### src/rtl/wdt_pkg.sv
package wdt_pkg;
  localparam int CTRL_W     = 8;
  localparam int STEER_BIT  = 7;
  localparam int MULT_HI    = 6;
  localparam int MULT_LO    = 2;
  localparam int MULT_W     = MULT_HI - MULT_LO + 1;
  localparam int RES_HI     = 1;
  localparam int RES_LO     = 0;
  localparam int RES_W      = RES_HI - RES_LO + 1;
  localparam int STATUS_BIT = 7;

  typedef enum logic {
    STEER_RESET = 1'b0,
    STEER_IRQ   = 1'b1
  } steer_e;

  // strobes from control to datapath, one cycle each
  typedef struct packed {
    logic              clearReg;   // power-fail: zero everything
    logic              writeReg;   // software write of the control byte
    logic              reloadCnt;  // reset-steered expiry: restart from stored byte
    logic [CTRL_W-1:0] wrData;
  } wdt_strobe_t;
endpackage

### src/rtl/wdt_datapath.sv
module wdt_datapath
  import wdt_pkg::*;
#(
  parameter int RES_SHIFT = 2
) (
  input  logic              clk,
  input  logic              rstN,
  input  logic              tick,
  input  wdt_strobe_t       strobe,
  output logic [CTRL_W-1:0] regQ,
  output logic              expireNow
);
  localparam int RES_CNT = 1 << RES_W;
  localparam int PRE_W   = RES_SHIFT * (RES_CNT - 1);

  logic [PRE_W-1:0]  limits [RES_CNT];
  logic [MULT_W-1:0] cntQ;
  logic [PRE_W-1:0]  preQ;
  logic [RES_W-1:0]  resSel;
  logic              atLimit;
  logic              running;

  // terminal prescaler value for each resolution: 4^g - 1 ticks
  for (genvar g = 0; g < RES_CNT; g++) begin : g_lim
    assign limits[g] = PRE_W'((64'd1 << (RES_SHIFT * g)) - 64'd1);
  end

  assign resSel    = regQ[RES_HI:RES_LO];
  assign atLimit   = (preQ == limits[resSel]);
  assign running   = (cntQ != '0);
  assign expireNow = tick && running && atLimit && (cntQ == MULT_W'(1));

  always_ff @(posedge clk) begin
    if (!rstN) begin
      regQ <= '0;
      cntQ <= '0;
      preQ <= '0;
    end else if (strobe.clearReg) begin
      regQ <= '0;
      cntQ <= '0;
      preQ <= '0;
    end else if (strobe.writeReg) begin
      regQ <= strobe.wrData;
      cntQ <= strobe.wrData[MULT_HI:MULT_LO];
      preQ <= '0;
    end else if (strobe.reloadCnt) begin
      cntQ <= regQ[MULT_HI:MULT_LO];
      preQ <= '0;
    end else if (tick && running) begin
      if (atLimit) begin
        cntQ <= cntQ - MULT_W'(1);
        preQ <= '0;
      end else begin
        preQ <= preQ + PRE_W'(1);
      end
    end
  end
endmodule

### src/rtl/wdt_ctrl.sv
module wdt_ctrl
  import wdt_pkg::*;
#(
  parameter int ADDR_W    = 2,
  parameter int FLAG_ADDR = 0,
  parameter int WDOG_ADDR = 1
) (
  input  logic              clk,
  input  logic              rstN,
  input  logic              busWr,
  input  logic              busRd,
  input  logic [ADDR_W-1:0] busAddr,
  input  logic [CTRL_W-1:0] busWdata,
  input  logic              powerFail,
  input  logic              alarmReq,
  input  logic              freqWave,
  input  logic [CTRL_W-1:0] regQ,
  input  logic              expireNow,
  output wdt_strobe_t       strobe,
  output logic              expireEff,
  output logic              irqQ,
  output logic              flagQ,
  output logic              resetReq,
  output logic              irqFtN,
  output logic [CTRL_W-1:0] busRdata
);
  localparam logic [ADDR_W-1:0] FlagA = ADDR_W'(FLAG_ADDR);
  localparam logic [ADDR_W-1:0] WdogA = ADDR_W'(WDOG_ADDR);

  logic   wrHit, wrZero, rdFlag, pinOwned;
  steer_e steer;

  assign steer = steer_e'(regQ[STEER_BIT]);

  always_comb begin
    wrHit     = busWr && (busAddr == WdogA) && !powerFail;
    wrZero    = wrHit && (busWdata == '0);
    rdFlag    = busRd && (busAddr == FlagA);
    expireEff = expireNow && !powerFail && !wrHit;

    strobe.clearReg  = powerFail;
    strobe.writeReg  = wrHit;
    strobe.reloadCnt = expireEff && (steer == STEER_RESET);
    strobe.wrData    = busWdata;
  end

  // watchdog or alarm owns the shared pin; frequency test only when free
  assign pinOwned = (steer == STEER_IRQ) || alarmReq;
  assign irqFtN   = pinOwned ? !(irqQ || alarmReq) : freqWave;

  always_ff @(posedge clk) begin
    if (!rstN) begin
      irqQ     <= 1'b0;
      flagQ    <= 1'b0;
      resetReq <= 1'b0;
      busRdata <= '0;
    end else begin
      if (powerFail || wrZero)
        irqQ <= 1'b0;
      else if (expireEff && (steer == STEER_IRQ))
        irqQ <= 1'b1;

      if (expireEff)
        flagQ <= 1'b1;
      else if (rdFlag)
        flagQ <= 1'b0;

      resetReq <= expireEff && (steer == STEER_RESET);

      if (!busRd)
        busRdata <= '0;
      else if (busAddr == FlagA)
        busRdata <= CTRL_W'({flagQ, {STATUS_BIT{1'b0}}});
      else if (busAddr == WdogA)
        busRdata <= regQ;
      else
        busRdata <= '0;
    end
  end
endmodule

### src/rtl/wdt_top.sv
module wdt_top
  import wdt_pkg::*;
#(
  parameter int ADDR_W    = 2,
  parameter int FLAG_ADDR = 0,
  parameter int WDOG_ADDR = 1,
  parameter int RES_SHIFT = 2
) (
  input  logic              clk,
  input  logic              rstN,
  input  logic              tick,
  input  logic              busWr,
  input  logic              busRd,
  input  logic [ADDR_W-1:0] busAddr,
  input  logic [7:0]        busWdata,
  input  logic              powerFail,
  input  logic              alarmReq,
  input  logic              freqWave,
  output logic              irqFtN,
  output logic              resetReq,
  output logic [7:0]        busRdata
);
  wdt_strobe_t       strobe;
  logic [CTRL_W-1:0] regQ;
  logic              expireNow;
  logic              expireEff;
  logic              irqQ;
  logic              flagQ;

  wdt_datapath #(.RES_SHIFT(RES_SHIFT)) u_dp (
    .clk       (clk),
    .rstN      (rstN),
    .tick      (tick),
    .strobe    (strobe),
    .regQ      (regQ),
    .expireNow (expireNow)
  );

  wdt_ctrl #(
    .ADDR_W    (ADDR_W),
    .FLAG_ADDR (FLAG_ADDR),
    .WDOG_ADDR (WDOG_ADDR)
  ) u_ctrl (
    .clk       (clk),
    .rstN      (rstN),
    .busWr     (busWr),
    .busRd     (busRd),
    .busAddr   (busAddr),
    .busWdata  (busWdata),
    .powerFail (powerFail),
    .alarmReq  (alarmReq),
    .freqWave  (freqWave),
    .regQ      (regQ),
    .expireNow (expireNow),
    .strobe    (strobe),
    .expireEff (expireEff),
    .irqQ      (irqQ),
    .flagQ     (flagQ),
    .resetReq  (resetReq),
    .irqFtN    (irqFtN),
    .busRdata  (busRdata)
  );
endmodule

### config.mk
export PLATFORM = sky130hd
export DESIGN_NAME = wdt_top
export DESIGN_NICKNAME = d
export VERILOG_FILES = /design/src/rtl/wdt_pkg.sv /design/src/rtl/wdt_datapath.sv /design/src/rtl/wdt_ctrl.sv /design/src/rtl/wdt_top.sv
export SDC_FILE = /design/constraint.sdc
export NUM_CORES = 1
export LEC_CHECK = 0
export CORE_ASPECT_RATIO = 1.4
export CORE_MARGIN = 2
export CORE_UTILIZATION = 28
export CTS_CLUSTER_DIAMETER = 100
export DETAILED_ROUTE_END_ITERATION = 8
export GPL_ROUTABILITY_DRIVEN = 0
export PLACE_DENSITY = 0.53
export SLEW_MARGIN = 25
export SYNTH_ARGS = -nofsm -noshare
export SYNTH_HDL_FRONTEND = slang
export SYNTH_SLANG_ARGS = --single-unit
### constraint.sdc
create_clock -name clk -period 2.3 [get_ports clk]
set_input_delay 0.46 -clock clk [delete_from_list [all_inputs] [get_ports clk]]
set_output_delay 0.46 -clock clk [all_outputs]
set_load 0.005 [all_outputs]
==> run metrics, run 1 <==
status completed; post-synthesis simple-gate area fraction 25.22%; die area 5699 sq um; CP Capture Type output port; Critical Path AT 1.56 ns; H-Tree Depth 2; worst-case reg-to-reg path depth 5; Longest Clk Path Bufs 2; origin of the critical flop-to-flop path u_dp.cntQ[2]$_SDFFE_PP0P_; DPL Wire Length 2742 um; Clk network pwr share 44.6%; Req. time, crit path 1.84 ns; Yosys reg bits 30; Synth-to-Final Area Change 36.08%; Worst-Skew Late Latency 0.29 ns; Reg-to-Reg End u_dp.cntQ[0]$_SDFFE_PP0P_; area of the multi-input gates 772.0 sq um; RSZ-0062 raised after global routing no; Die Width 64.38 um; Cell Int Power 0.0009458 W; delay of the slowest critical-path stage 0.50 ns; ys flop type dfxtp_1; Cell Rows 30; post-synthesis sequential area ratio 42.03%; post-CTS sizing 0; Sw Pwr 0.0002791 W; fillers 526; Via Count 1287; Reg area 600.6 sq um; Net Sw Frac 22.79%; Pleak 0.7293 nW; slowest CP cell clkdlybuf4s50_1; worst slew pin tran 0.5955 ns; Clock Sinks 30; Overflow after GRT 0; worst path cell trace clkdlybuf4s50_1, mux2i_1, nor2_1, clkdlybuf4s50_1; largest net degree at the start of global routing 12; top post-synthesis cells by area dfxtp_1, a21oi_1, nand2_1; first-pass GRT wire length 6272 um; CORE AREA 4880 sq um; clk slew on worst S/H paths 0.07 ns; synthesized area per cell 8.713 sq um; Yosys cell types 38; VDD IR max 0.0002770 V; adder-cell share of the synthesized area 3.503%; Post-layout nets 227; Die H 88.53 um; max cap viols 0; Post-synth EDFFs 0; CP Launch Point freqWave; largest family of logic cells by synthesized area simple AND/OR/NAND/NOR gates; Synth async-reset ratio 0%; io pins 28; number of global-route vias before repair 1316; drc violations 0; crit path capture irqFtN; normalized max-slew margin 60.00%; Hold Buf Count CTS 0; PortBufs 27; Hold Crit Class register to register; clock skew 0.008507 ns; yosys warns 0; Antenna Nets Post-Route 0; Synth Area in Compound Gates 16.55%; period utilization 88.00%; Flop pwr share 43.5%; Worst R2R Setup Slack 0.44 ns; share of cells above drive strength 1 11.71%; drt total wl 3533 um; mux cell area share after synthesis 5.079%; post-synth top area share 42.03%; drt first pass iters 4; Synth Cell Area 1429 sq um; Final Hold Vio Count 0; total design power 0.001225 W; xor and xnor fraction of the mapped netlist area 3.678%; CTS tree built; Initial Utilization 29.28%; Root Driver clkbuf_8; Slew Viols, Final 0; postcts setup bufs 0; total CTS buffers 5; critical path class primary input to output port; Initial DRC Count 35; diode count 0; Critical Path Source Type primary input; post-DR vias/cell 4.784; Wirelength per Cell 13.13 um; synthesized netlist cell count 164; Synthesized Nets 186; power share of the combinational group 11.9%; GRT Total Usage 14.52%; crit path time final 2.024 ns; Most Frequent Cell on Critical Path clkdlybuf4s50_1; f_max 494.1 MHz; Yosys top cell by area dfxtp_1; Setup-failing EPs final 0; maximum fanout along the worst path 1; total power divided by cell area 630.0 nW/um^2; setup tns final 0 ns; initial antenna violation count 0
[critical path: cells and delay by family]
kind	cells	cell delay, ns
muxes	1	0.06
buffers and inverters	2	0.95
and+or+nand+nor	1	0.08
[cell usage in the layout (no fill, tap or decap), types with 2 or more instances in the layout]
master | Yosys | routed
clkdlybuf4s50_1 | 0 | 27
o21ai_0 | 6 | 6
and2_1 | 7 | 7
nor3b_1 | 2 | 2
or3_1 | 2 | 2
ha_1 | 4 | 4
inv_1 | 7 | 7
nand3_1 | 6 | 6
nand2b_1 | 2 | 2
xor2_1 | 5 | 5
mux2_2 | 2 | 2
nor3_1 | 7 | 7
and3_1 | 2 | 2
buf_4 | 0 | 11
mux2i_1 | 5 | 5
clkbuf_8 | 0 | 6
a211o_1 | 4 | 4
nand4_1 | 4 | 4
nand2_1 | 20 | 20
nor2_1 | 13 | 13
dfxtp_1 | 30 | 30
a21oi_1 | 15 | 15
[cell type report]
cell class,instances,area share [%]
flip-flops and latches,30,30.89
well taps,64,4.118
repair buffers,38,18.15
clock inverters,1,1.544
clock buffers,6,4.247
inverters,7,1.351
multi-input cells,123,39.70
[through the flow]
step                      hold WS [ns]  worst slack (ns)  area, sq um  utilization, %  cells
after floorplan                 0.4413            0.4891         1429               -    164
after global placement          0.4664           0.09777         1832           37.54    262
after detailed placement        0.4605           0.07833         1832           37.54    262
after CTS                       0.4706            0.2656         1944           39.85    269
after global routing            0.5002            0.1682         1944           39.85    269
final                           0.4730            0.2760         1944           39.85    269
[routing by layer]
metal	global-route usage [%]	up-vias	share of wire [%]
li1	-	662	-
met1	16.69	589	43
met2	24.72	29	50
met3	3.817	7	3.9
met4	7.737	0	2.5
met5	0	-	0
[state kept, by name, summed over array words and instances, names as in the netlist]
signal and cells:
u_ctrl.busRdata 8, u_ctrl.resetReq 1, u_ctrl.irqQ 1, u_dp.cntQ 5, u_ctrl.flagQ 1, u_dp.preQ 6, u_dp.regQ 8
[logic make-up (layout without fill, tap and decap cells)]
logic type | count (synthesis) | after routing
and+or+nand+nor | 71 | 71
muxes | 7 | 7
AOI/OAI and AO/OA | 35 | 35
adders and majority gates | 4 | 4
xor gates and xnor gates | 6 | 6
DFF | 30 | 30
buffers and inverters | 11 | 52
[power by group through the flow]
stage / Clock [W] / Combinational (W) / Sequential, W
2_1_floorplan: 0 / 0.0000818 / 0.000543
3_3_place_gp: 0 / 0.000146 / 0.000545
3_5_place_dp: 0 / 0.000146 / 0.000545
4_1_cts: 0.000558 / 0.000147 / 0.000533
5_1_grt: 0.000586 / 0.000164 / 0.000534
6_report: 0.000546 / 0.000146 / 0.000533
[worst min-delay path by stage]
stage                     cells after the start                        end                      start  slack, ns
after global routing                          2  u_dp.regQ[5]$_SDFFE_PP0P_  u_dp.regQ[5]$_SDFFE_PP0P_       0.50
after floorplan                               2  u_dp.regQ[6]$_SDFFE_PP0P_  u_dp.regQ[6]$_SDFFE_PP0P_       0.44
after detailed placement                      2  u_dp.regQ[6]$_SDFFE_PP0P_  u_dp.regQ[6]$_SDFFE_PP0P_       0.46
final                                         2  u_dp.regQ[6]$_SDFFE_PP0P_  u_dp.regQ[6]$_SDFFE_PP0P_       0.47
after global placement                        2  u_dp.regQ[6]$_SDFFE_PP0P_  u_dp.regQ[6]$_SDFFE_PP0P_       0.47
after CTS                                     2  u_dp.regQ[6]$_SDFFE_PP0P_  u_dp.regQ[6]$_SDFFE_PP0P_       0.47
[synth_stat cells (2+ instances only)]
cell / n
dfxtp_1: 30
nand2_1: 20
a21oi_1: 15
nor2_1: 13
and2_1: 7
inv_1: 7
nor3_1: 7
nand3_1: 6
o21ai_0: 6
mux2i_1: 5
xor2_1: 5
a211o_1: 4
ha_1: 4
nand4_1: 4
and3_1: 2
buf_6: 2
clkbuf_1: 2
mux2_2: 2
nand2b_1: 2
nor3b_1: 2
or3_1: 2
Power figures use the tool's default switching activity.
==> run 2: changes to the inputs <==
- DONT_BUFFER_PORTS: unset -> 1
- PLACE_DENSITY: 0.53 -> 0.45
==> run metrics, run 2 (synthesized netlist as in run 1, its figures left out) <==
Hold Path Sink u_dp.regQ[4]$_SDFFE_PP0P_; post-DR vias/cell 5.186 (+8.4%); Critical Path Source Type register; GRT Total Usage 13.78% (-0.74 points); DPL Wire Length 2661 um (-3.0%); Via Count 1229 (-4.5%); clock skew 0.006046 ns (-0.002461 ns); Longest Clk Path Bufs 2 (unchanged); CORE AREA 4880 sq um (unchanged); share of cells above drive strength 1 10.40% (-1.3 points); period utilization 82.76% (-5.2 points); drt first pass iters 4 (unchanged); Die Width 64.38 um (unchanged); Die H 88.53 um (unchanged); drt total wl 3548 um (+0.42%); total power divided by cell area 673.4 nW/um^2 (+6.9%); post-CTS sizing 0 (unchanged); postcts setup bufs 0 (unchanged); Wirelength per Cell 14.97 um (+14%); worst path cell trace nor3_1, nand3_1, mux2_2, mux2i_1, a21oi_1; clk slew on worst S/H paths 0.07 ns (about the same); Slew Viols, Final 0 (unchanged); setup tns final 0 ns (unchanged); Cell Rows 30 (unchanged); Overflow after GRT 0 (unchanged); biggest registers after layout u_ctrl.busRdata (8), u_dp.regQ (8), u_dp.preQ (6); Post-layout nets 194 (-15%); drc violations 0 (unchanged); largest net degree at the start of global routing 13 (+1); CTS tree built; io pins 28 (unchanged); Pleak 0.5906 nW (-19%); f_max 525.4 MHz (+6.3%); CP Capture Type register; commonest non-fill, non-tap cell in the layout dfxtp_1; H-Tree Depth 2 (unchanged); fillers 537 (+2.1%); Clock Sinks 30 (unchanged); Reg-to-Reg End u_dp.cntQ[2]$_SDFFE_PP0P_; die area 5699 sq um (unchanged); most frequent cells in the layout dfxtp_1, nand2_1, a21oi_1, nor2_1; number of global-route vias before repair 1238 (-5.9%); min setup slack post-route 0.3965 ns (+0.1206 ns); Antenna Nets Post-Route 0 (unchanged); PortBufs 0 (-100%); initial antenna violation count 0 (unchanged); RSZ-0062 raised after global routing no; Worst-Skew Late Latency 0.28 ns (about the same); status completed; VDD IR max 0.0001923 V (-31%); worst slew pin tran 0.7092 ns (+0.1137 ns); Root Driver clkbuf_8; delay of the slowest critical-path stage 0.56 ns (+0.06 ns); maximum fanout along the worst path 6 (+5); normalized max-slew margin 52.30% (-7.7 points); Critical Path AT 2.07 ns (+0.51 ns); WP buf/inv 0 (-2); Req. time, crit path 2.47 ns (+0.63 ns); critical path class register to register; hold depth 2 (unchanged); total CTS buffers 5 (unchanged); Setup WS pre-CTS 0.4130 ns (+0.3346 ns); diode count 0 (unchanged); Initial Utilization 29.28% (unchanged); Hold Buf Count CTS 0 (unchanged); Design Area, Final 1608 sq um (-17%); Area after DPL 1516 sq um (-17%); final core occ 32.95% (-6.9 points); max cap viols 0 (unchanged); Fin Hold WS 0.3080 ns (-0.1651 ns); crit path time final 1.903 ns (-0.1206 ns); first-pass GRT wire length 5982 um (-4.6%); origin of the critical flop-to-flop path u_dp.cntQ[2]$_SDFFE_PP0P_; worst hold start busWdata[4]; Hold Crit Class primary input to register; Synth-to-Final Area Change 12.52%; slowest CP cell nor3_1; Worst R2R Setup Slack 0.40 ns (-0.04 ns); worst-case reg-to-reg path depth 5 (unchanged); Final Hold Vio Count 0 (unchanged); CP top delay family simple AND/OR/NAND/NOR gates; Initial DRC Count 40 (+14%); Setup-failing EPs final 0 (unchanged)
[run 2: worst register-to-register path, delay by kind of cell, from the launching register on]
family / cells / cell delay (ns)
flops: 1 / 0.36
compound gates: 1 / 0.09
mux: 2 / 0.47
simple gates: 2 / 0.88
[run 2: layout make-up]
| type | count | area (sq um) | area share, % |
|---|---|---|---|
| sequential | 30 | 600.6 | 37.35 |
| clock inverter | 1 | 5.005 | 0.3113 |
| tap | 64 | 80.08 | 4.981 |
| timing repair buffer | 5 | 37.54 | 2.335 |
| inverter | 7 | 26.28 | 1.634 |
| multi-input combinational | 123 | 772.0 | 48.02 |
| clock buffer | 7 | 86.33 | 5.370 |
[run 2: metrics by stage]
step           cells   power, W
2_1_floorplan    164  0.0006247
3_3_place_gp     229  0.0006432
3_5_place_dp     229  0.0006449
4_1_cts          237   0.001093
5_1_grt          237   0.001128
6_report         237   0.001083
[run 2: metal layers]
layer / wire [um] / part of all wire, % / vias up / global-route usage, %
met3: 206 / 5.8 / 9 / 3.690
li1: - / - / 595 / -
met5: 0 / 0 / - / 0
met1: 1518 / 43 / 586 / 15.52
met2: 1735 / 49 / 39 / 24.81
met4: 87 / 2.5 / 0 / 5.222
[run 2: where the power goes]
group / total [W] / switching (W) / internal (W)
registers: 0.000534 / 0.00000773 / 0.000526
logic: 0.000100 / 0.0000597 / 0.0000404
clock network: 0.000449 / 0.000208 / 0.000241
[run 2: how the worst max path moves through the flow]
| stage | from | end | slack, ns | depth (start not counted) |
|---|---|---|---|---|
| 2_1_floorplan | powerFail | u_dp.cntQ[2]$_SDFFE_PP0P_ | 0.49 | 5 |
| 3_3_place_gp | powerFail | u_dp.cntQ[2]$_SDFFE_PP0P_ | 0.42 | 5 |
| 3_5_place_dp | powerFail | u_dp.cntQ[2]$_SDFFE_PP0P_ | 0.41 | 5 |
| 4_1_cts | u_dp.cntQ[0]$_SDFFE_PP0P_ | u_dp.cntQ[0]$_SDFFE_PP0P_ | 0.39 | 5 |
| 5_1_grt | u_dp.cntQ[0]$_SDFFE_PP0P_ | u_dp.cntQ[0]$_SDFFE_PP0P_ | 0.23 | 5 |
| 6_report | u_dp.cntQ[2]$_SDFFE_PP0P_ | u_dp.cntQ[2]$_SDFFE_PP0P_ | 0.40 | 5 |
